**src/rtl/nlu_pkg.sv**
```systemverilog
package nlu_pkg;

    localparam logic [2:0] UNIT_ENABLE = 3'd4;
    localparam logic [1:0] IDX_CTRL    = 2'd0;
    localparam logic [1:0] IDX_LOAD    = 2'd3;

    // Base duration before doubling, selected by write data bits 7:3.
    function automatic logic [6:0] dur_base(input logic [4:0] sel);
        logic [6:0] r;
        if (sel[0]) begin
            r = (sel[4:1] == 4'd0) ? 7'd127 : {3'b000, sel[4:1]};
        end else begin
            case (sel[4:1])
                4'd0:    r = 7'd5;
                4'd1:    r = 7'd10;
                4'd2:    r = 7'd19;
                4'd3:    r = 7'd40;
                4'd4:    r = 7'd80;
                4'd5:    r = 7'd30;
                4'd6:    r = 7'd7;
                4'd7:    r = 7'd13;
                4'd8:    r = 7'd6;
                4'd9:    r = 7'd12;
                4'd10:   r = 7'd24;
                4'd11:   r = 7'd48;
                4'd12:   r = 7'd96;
                4'd13:   r = 7'd36;
                4'd14:   r = 7'd8;
                default: r = 7'd16;
            endcase
        end
        return r;
    endfunction

endpackage

```
**src/rtl/nlu_len_chan.sv**
```systemverilog
module nlu_len_chan #(
    parameter int LEN_W = 8
) (
    input  logic             clk,
    input  logic             rst_n,
    input  logic             tick_len,
    input  logic             wr_ctrl,
    input  logic             halt_din,
    input  logic             wr_load,
    input  logic [LEN_W-1:0] load_val,
    input  logic             gate,
    input  logic             kill,
    output logic [LEN_W-1:0] len,
    output logic             en
);

    typedef struct packed {
        logic             en;
        logic             halt;
        logic [LEN_W-1:0] len;
    } chan_st_t;

    chan_st_t st_d, st_q;

    always_comb begin
        st_d = st_q;
        // tick first, on the previous state
        if (tick_len && st_q.en && !st_q.halt && (st_q.len != '0)) begin
            st_d.len = st_q.len - 1'b1;
        end
        // writes on top
        if (wr_ctrl) begin
            st_d.halt = halt_din;
        end
        if (wr_load) begin
            st_d.len = load_val;
            if (gate) begin
                st_d.en = 1'b1;
            end
        end
        if (kill) begin
            st_d.en  = 1'b0;
            st_d.len = '0;
        end
    end

    always_ff @(posedge clk or negedge rst_n) begin
        if (!rst_n) begin
            st_q <= '0;
        end else begin
            st_q <= st_d;
        end
    end

    assign len = st_q.len;
    assign en  = st_q.en;

endmodule

```
**src/rtl/nlu_tri_linear.sv**
```systemverilog
module nlu_tri_linear #(
    parameter int LIN_W = 7
) (
    input  logic             clk,
    input  logic             rst_n,
    input  logic             tick,
    input  logic             tri_on,
    input  logic             wr_ctrl,
    input  logic             halt_din,
    input  logic [LIN_W-1:0] val_din,
    input  logic             set_reload,
    input  logic             kill,
    output logic [LIN_W-1:0] cnt,
    output logic             reload
);

    typedef struct packed {
        logic             reload;
        logic             halt;
        logic [LIN_W-1:0] val;
        logic [LIN_W-1:0] cnt;
    } lin_st_t;

    lin_st_t st_d, st_q;

    always_comb begin
        st_d = st_q;
        if (tick && tri_on) begin
            if (st_q.reload) begin
                st_d.cnt = st_q.val;
            end else if (st_q.cnt != '0) begin
                st_d.cnt = st_q.cnt - 1'b1;
            end
            if (!st_q.halt && (st_d.cnt != '0)) begin
                st_d.reload = 1'b0;
            end
        end
        if (wr_ctrl) begin
            st_d.halt = halt_din;
            st_d.val  = val_din;
        end
        if (set_reload) begin
            st_d.reload = 1'b1;
        end
        if (kill) begin
            st_d.cnt    = '0;
            st_d.reload = 1'b0;
        end
    end

    always_ff @(posedge clk or negedge rst_n) begin
        if (!rst_n) begin
            st_q <= '0;
        end else begin
            st_q <= st_d;
        end
    end

    assign cnt    = st_q.cnt;
    assign reload = st_q.reload;

endmodule

```
**src/rtl/note_length_unit.sv**
```systemverilog
module note_length_unit #(
    parameter int LEN_W = 8,
    parameter int LIN_W = 7
) (
    input  logic               clk,
    input  logic               rst_n,
    input  logic               wr_stb,
    input  logic [2:0]         wr_unit,
    input  logic [1:0]         wr_idx,
    input  logic [7:0]         wr_byte,
    input  logic               tick,
    input  logic               tick_kind,
    output logic [4*LEN_W-1:0] len_flat,
    output logic [LIN_W-1:0]   lin_cnt,
    output logic               lin_reload,
    output logic [3:0]         chan_en,
    output logic [3:0]         active,
    output logic               sample_en
);
    import nlu_pkg::*;

    localparam int NUM_CH  = 4;
    localparam int TRI_CH  = 2;
    localparam int MASK_W  = NUM_CH + 1;

    typedef struct packed {
        logic [MASK_W-1:0] mask;
    } top_st_t;

    top_st_t top_d, top_q;

    logic             mask_wr;
    logic             tick_len;
    logic [LEN_W-1:0] load_val;
    logic [NUM_CH-1:0] kill;

    assign mask_wr  = wr_stb && (wr_unit == UNIT_ENABLE);
    assign tick_len = tick && !tick_kind;
    assign load_val = LEN_W'({dur_base(wr_byte[7:3]), 1'b0});

    always_comb begin
        top_d = top_q;
        if (mask_wr) begin
            top_d.mask = wr_byte[MASK_W-1:0];
        end
    end

    always_ff @(posedge clk or negedge rst_n) begin
        if (!rst_n) begin
            top_q <= '0;
        end else begin
            top_q <= top_d;
        end
    end

    for (genvar c = 0; c < NUM_CH; c++) begin : g_ch
        localparam int HALT_POS = (c == TRI_CH) ? 7 : 5;
        logic             sel;
        logic [LEN_W-1:0] len_w;
        logic             en_w;

        assign sel     = wr_stb && (wr_unit == 3'(c));
        assign kill[c] = mask_wr && !wr_byte[c];

        nlu_len_chan #(.LEN_W(LEN_W)) i_chan (
            .clk      (clk),
            .rst_n    (rst_n),
            .tick_len (tick_len),
            .wr_ctrl  (sel && (wr_idx == IDX_CTRL)),
            .halt_din (wr_byte[HALT_POS]),
            .wr_load  (sel && (wr_idx == IDX_LOAD)),
            .load_val (load_val),
            .gate     (top_q.mask[c]),
            .kill     (kill[c]),
            .len      (len_w),
            .en       (en_w)
        );

        assign len_flat[c*LEN_W +: LEN_W] = len_w;
        assign chan_en[c] = en_w;
        assign active[c]  = en_w && (len_w != '0);
    end

    logic tri_sel;
    assign tri_sel = wr_stb && (wr_unit == 3'(TRI_CH));

    nlu_tri_linear #(.LIN_W(LIN_W)) i_lin (
        .clk        (clk),
        .rst_n      (rst_n),
        .tick       (tick),
        .tri_on     (chan_en[TRI_CH]),
        .wr_ctrl    (tri_sel && (wr_idx == IDX_CTRL)),
        .halt_din   (wr_byte[7]),
        .val_din    (wr_byte[LIN_W-1:0]),
        .set_reload (tri_sel && (wr_idx == IDX_LOAD)),
        .kill       (kill[TRI_CH]),
        .cnt        (lin_cnt),
        .reload     (lin_reload)
    );

    assign sample_en = top_q.mask[NUM_CH];

endmodule

```
**config.mk**
```make
export PLATFORM = sky130hd
export DESIGN_NAME = note_length_unit
export DESIGN_NICKNAME = d
export VERILOG_FILES = /design/src/rtl/nlu_pkg.sv /design/src/rtl/nlu_len_chan.sv /design/src/rtl/nlu_tri_linear.sv /design/src/rtl/note_length_unit.sv
export SDC_FILE = /design/constraint.sdc
export NUM_CORES = 1
export LEC_CHECK = 0
export BUFFER_PORTS_ARGS = -buffer_cell sky130_fd_sc_hd__clkbuf_2
export CORE_MARGIN = 2
export CORE_UTILIZATION = 27
export CTS_BUF_LIST = sky130_fd_sc_hd__clkbuf_4
export DETAILED_ROUTE_END_ITERATION = 8
export MAX_ROUTING_LAYER = met4
export PLACE_DENSITY_LB_ADDON = 0.08
export SLEW_MARGIN = 15
export SYNTH_ARGS = -nofsm -noshare
export SYNTH_HDL_FRONTEND = slang
export SYNTH_SLANG_ARGS = --single-unit
```
**constraint.sdc**
```tcl
create_clock -name clk -period 1.9 [get_ports clk]
set_input_delay 0.095 -clock clk [delete_from_list [all_inputs] [get_ports clk]]
set_output_delay 0.095 -clock clk [all_outputs]
set_load 0.1 [all_outputs]
```
==> summary.md <==
| Metric | Value |
|---|---|
| Post-route ant nets | 0 |
| Fmax | around 0.52 GHz |
| Maximum number of pins on one net before global-route repair | 52 |
| Die area | about 17000 sq um |
| Placer Congestion | 0.8239 |
| Maximum clock path buffer count | 2 |
| Sequential share of the synthesized area | 0.3578 |
| Synthesis warning total | 0 |
| Vias in the first global route | about 3800 |
| RSZ-0062 raised after global routing | yes |
| Commonest non-fill, non-tap cell in the layout | buf_4 |
| Final setup margin | -0.01533 ns |
| DP Wirelength | roughly 9.7 mm |
| H-tree depth | 3 |
| Fill cell count | 1631 |
| Most used flip-flop cell after synthesis | dfrtp_1 |
| Layout cells sized above 1 | 0.3288 |
| DRT iter0 DRCs | 261 |
| EDFF count, synth | 0 |
| Die Span Y | between 100 and 150 um |
| CTS tree | yes |
| Clk root buf | clkbuf_4 |
| P&R area growth vs syn | 27.01% |
| First-pass GRT wire length | about 21 mm |
| Initial antenna violation count | 1 |
| Sequential cell area | 1505 sq um |
| Post-Syn Area | 4197 sq um |
| Top-Level Pins | 67 |
| Synth area leaders | dfrtp_1 (36%), buf_4 (7.7%), nand2_1 (4.9%) |
| Row cnt | 45 |
| Total chip power | between 0.009 and 0.01 W |
| Syn nets | between 500 and 600 |
| Via/cell ratio | between 4 and 5 |
| DRC Markers | 0 |
| Yosys reg bits | 60 |
| Num CTS Buffers | 9 |
| # nets final | between 600 and 700 |
| Final Non-Filler Cells | 774 |
| Max-cap violations | 0 |
| Multi-input logic area | between 2000 and 2500 sq um |
| Tmin final | between 1.5 and 2 ns |
| Failing checks | negative setup slack |
| Final setup fails | 1 |
| CP peak stage delay | 0.52 ns |
| Wire per inst | between 15 and 20 um |
| Initial Utilization | 0.2760 |
| Hold Vio Cnt, Final | 0 |
| Worst Path Max Fanout | 2 |
| CP cell instances | or4_1 -> or4_1 -> nand3b_1 -> nand4_1 -> a221oi_2 |
| Slew margin rel. | 0.4452 |
| WP data arrival | ~2.3 ns |
| Critical Path End Type | flip-flop |
| Period utilization | 1.008 |
| GR Util All Layers | 0.1677 |
| Syn_area_per_cell | between 8 and 9 sq um |
| Skew final | approximately 0.019 ns |
| PortBufs | 66 |
| Pwr/cell area | between 1500 and 2000 nW/um^2 |
| Worst Hold Class | in2reg |
| Static Leak | between 2 and 2.5 nW |
| Post-synth top area cell | dfrtp_1 |
| Crit path max-delay cell type | or4_1 |
| Routed vias | approximately 3800 |
| Synth Instances | 480 |
| CTS Sinks | 60 |
| Highest-count cells in the layout ignoring fill and taps | buf_4 (75), clkbuf_2 (62), dfrtp_1 (59) |
| Max rail drop VDD | about 1100 uV |
| WHS | 0.06280 ns |
| Synth async-reset ratio | 1.000 |
| Placed cells | around 740 |
| CP most frequent cell | or4_1 |
| Overflow after GRT | 0 |
| Post-Route WL | 12.82 mm |
| Slew Limit Fails | 0 |
| TritonRoute pass-1 iters | 5 |
| Area fraction of the dominant cell type after synthesis | 0.3578 |
| CP startpoint kind | flip-flop |
| Reg clk slew, reported paths | between 0.1 and 0.15 ns |
| WP data required | 2.24 ns |
| Critical Setup Path Class | reg2reg |
| Core Area | 15200 sq um |
| Die width | roughly 130 um |
| Synth cell types | around 60 |
| Later-pin clock latency in the skew report | ~0.45 ns |
| Worst-margin pin slew | ~0.83 ns |
| Status | finished with violations |
## path summary, 6_finish.rpt
check,from,end,slack (ns),cells past startpoint
max in group asynchronous,rst_n,g_ch[3].i_chan.len[1],1.22,3
setup reg to reg,i_lin.st_q[9],i_lin.reload,-0.02,5
hold / removal,wr_unit[1],g_ch[3].i_chan.st_q[8],0.06,4
min in group asynchronous,rst_n,g_ch[2].i_chan.len[0],0.08,2
hold reg to reg,top_q[3],top_q[3],0.50,2
setup / recovery,i_lin.st_q[9],i_lin.reload,-0.02,5
## flip-flops by register name (all words and copies together) (netlist names)
signal / count
g_ch.i_chan.len: 32
g_ch.i_chan.st_q: 4
g_ch.i_chan.en: 4
i_lin.st_q: 7
i_lin.cnt: 7
top_q: 5
i_lin.reload: 1
## metrics by stage
step	utilization	area (sq um)	setup slack, ns	setup TNS (ns)
after floorplan	-	4222	-0.4470	-0.4470
after global placement	0.3259	4955	-0.02994	-0.02994
after detailed placement	0.3259	4955	-0.04804	-0.04804
after CTS	0.3421	5200	0.001454	0
after global routing	0.3506	5330	-0.1062	-0.2444
final	0.3506	5330	-0.01533	-0.01533
## kinds of logic (layout without fill, tap and decap cells)
| kind of cell | count (synthesis) | count (layout) | synth area share |
|---|---|---|---|
| other | 0 | 2 | 0 |
| flip-flops | 60 | 60 | 0.3578 |
| buffers and inverters | 78 | 182 | 0.1097 |
| AND/OR/NAND/NOR | 184 | 184 | 0.2299 |
| adder cells (fa/ha/maj) | 15 | 15 | 0.04472 |
| XOR/XNOR | 27 | 27 | 0.05635 |
| AO/OA/AOI/OAI | 103 | 103 | 0.1679 |
| multiplexers | 13 | 13 | 0.03369 |
## layout make-up
type | instances | share of cell area
antenna | 2 | 0.0009390
tap | 188 | 0.04413
timing repair buffer | 148 | 0.1939
multi-input combinational | 342 | 0.4460
clock buffer | 10 | 0.01408
clock inverter | 6 | 0.005869
sequential | 60 | 0.2824
inverter | 18 | 0.01268
## synthesized netlist by cell type (all sizes together), types with 14 or more instances
library cell and instances:
a211oi 18, a21oi 29, buf 50, dfrtp 60
ha 15, inv 18, nand2 55, nor2 42
nor3 24, o21ai 14, xor2 16
## critical path: cells and delay by family (launching register included)
family          cells  cell delay, ns
simple gates        4            1.21
compound gates      1            0.24
flops               1            0.39
## power by group
part / leakage (nW) / switching (W) / internal (W) / total [W]
combinational: 1.57 / 0.00468 / 0.00187 / 0.00655
clock: 0.0634 / 0.000533 / 0.000270 / 0.000803
sequential: 0.771 / 0.000531 / 0.00172 / 0.00225
total: 2.41 / 0.00574 / 0.00386 / 0.00961
## metal layers
layer  track usage  share of wire  routed length, um  up-vias
li1              -              -                  -     1861
met1        0.2324           0.50               6381     1808
met2        0.2481           0.45               5727       88
met3       0.02495          0.039                502       16
met4       0.06138          0.016                209        0
met5             -              0                  0        -
## what timing repair did
item                                    CTS  global route
resized for setup                        13            22
hold buffers                              6             0
endpoints found under the hold margin    67             0
endpoints found under the setup margin    5            17
pin swaps                                 2             3
buffers inserted                          2             4
(Power assumes the default switching activity.)
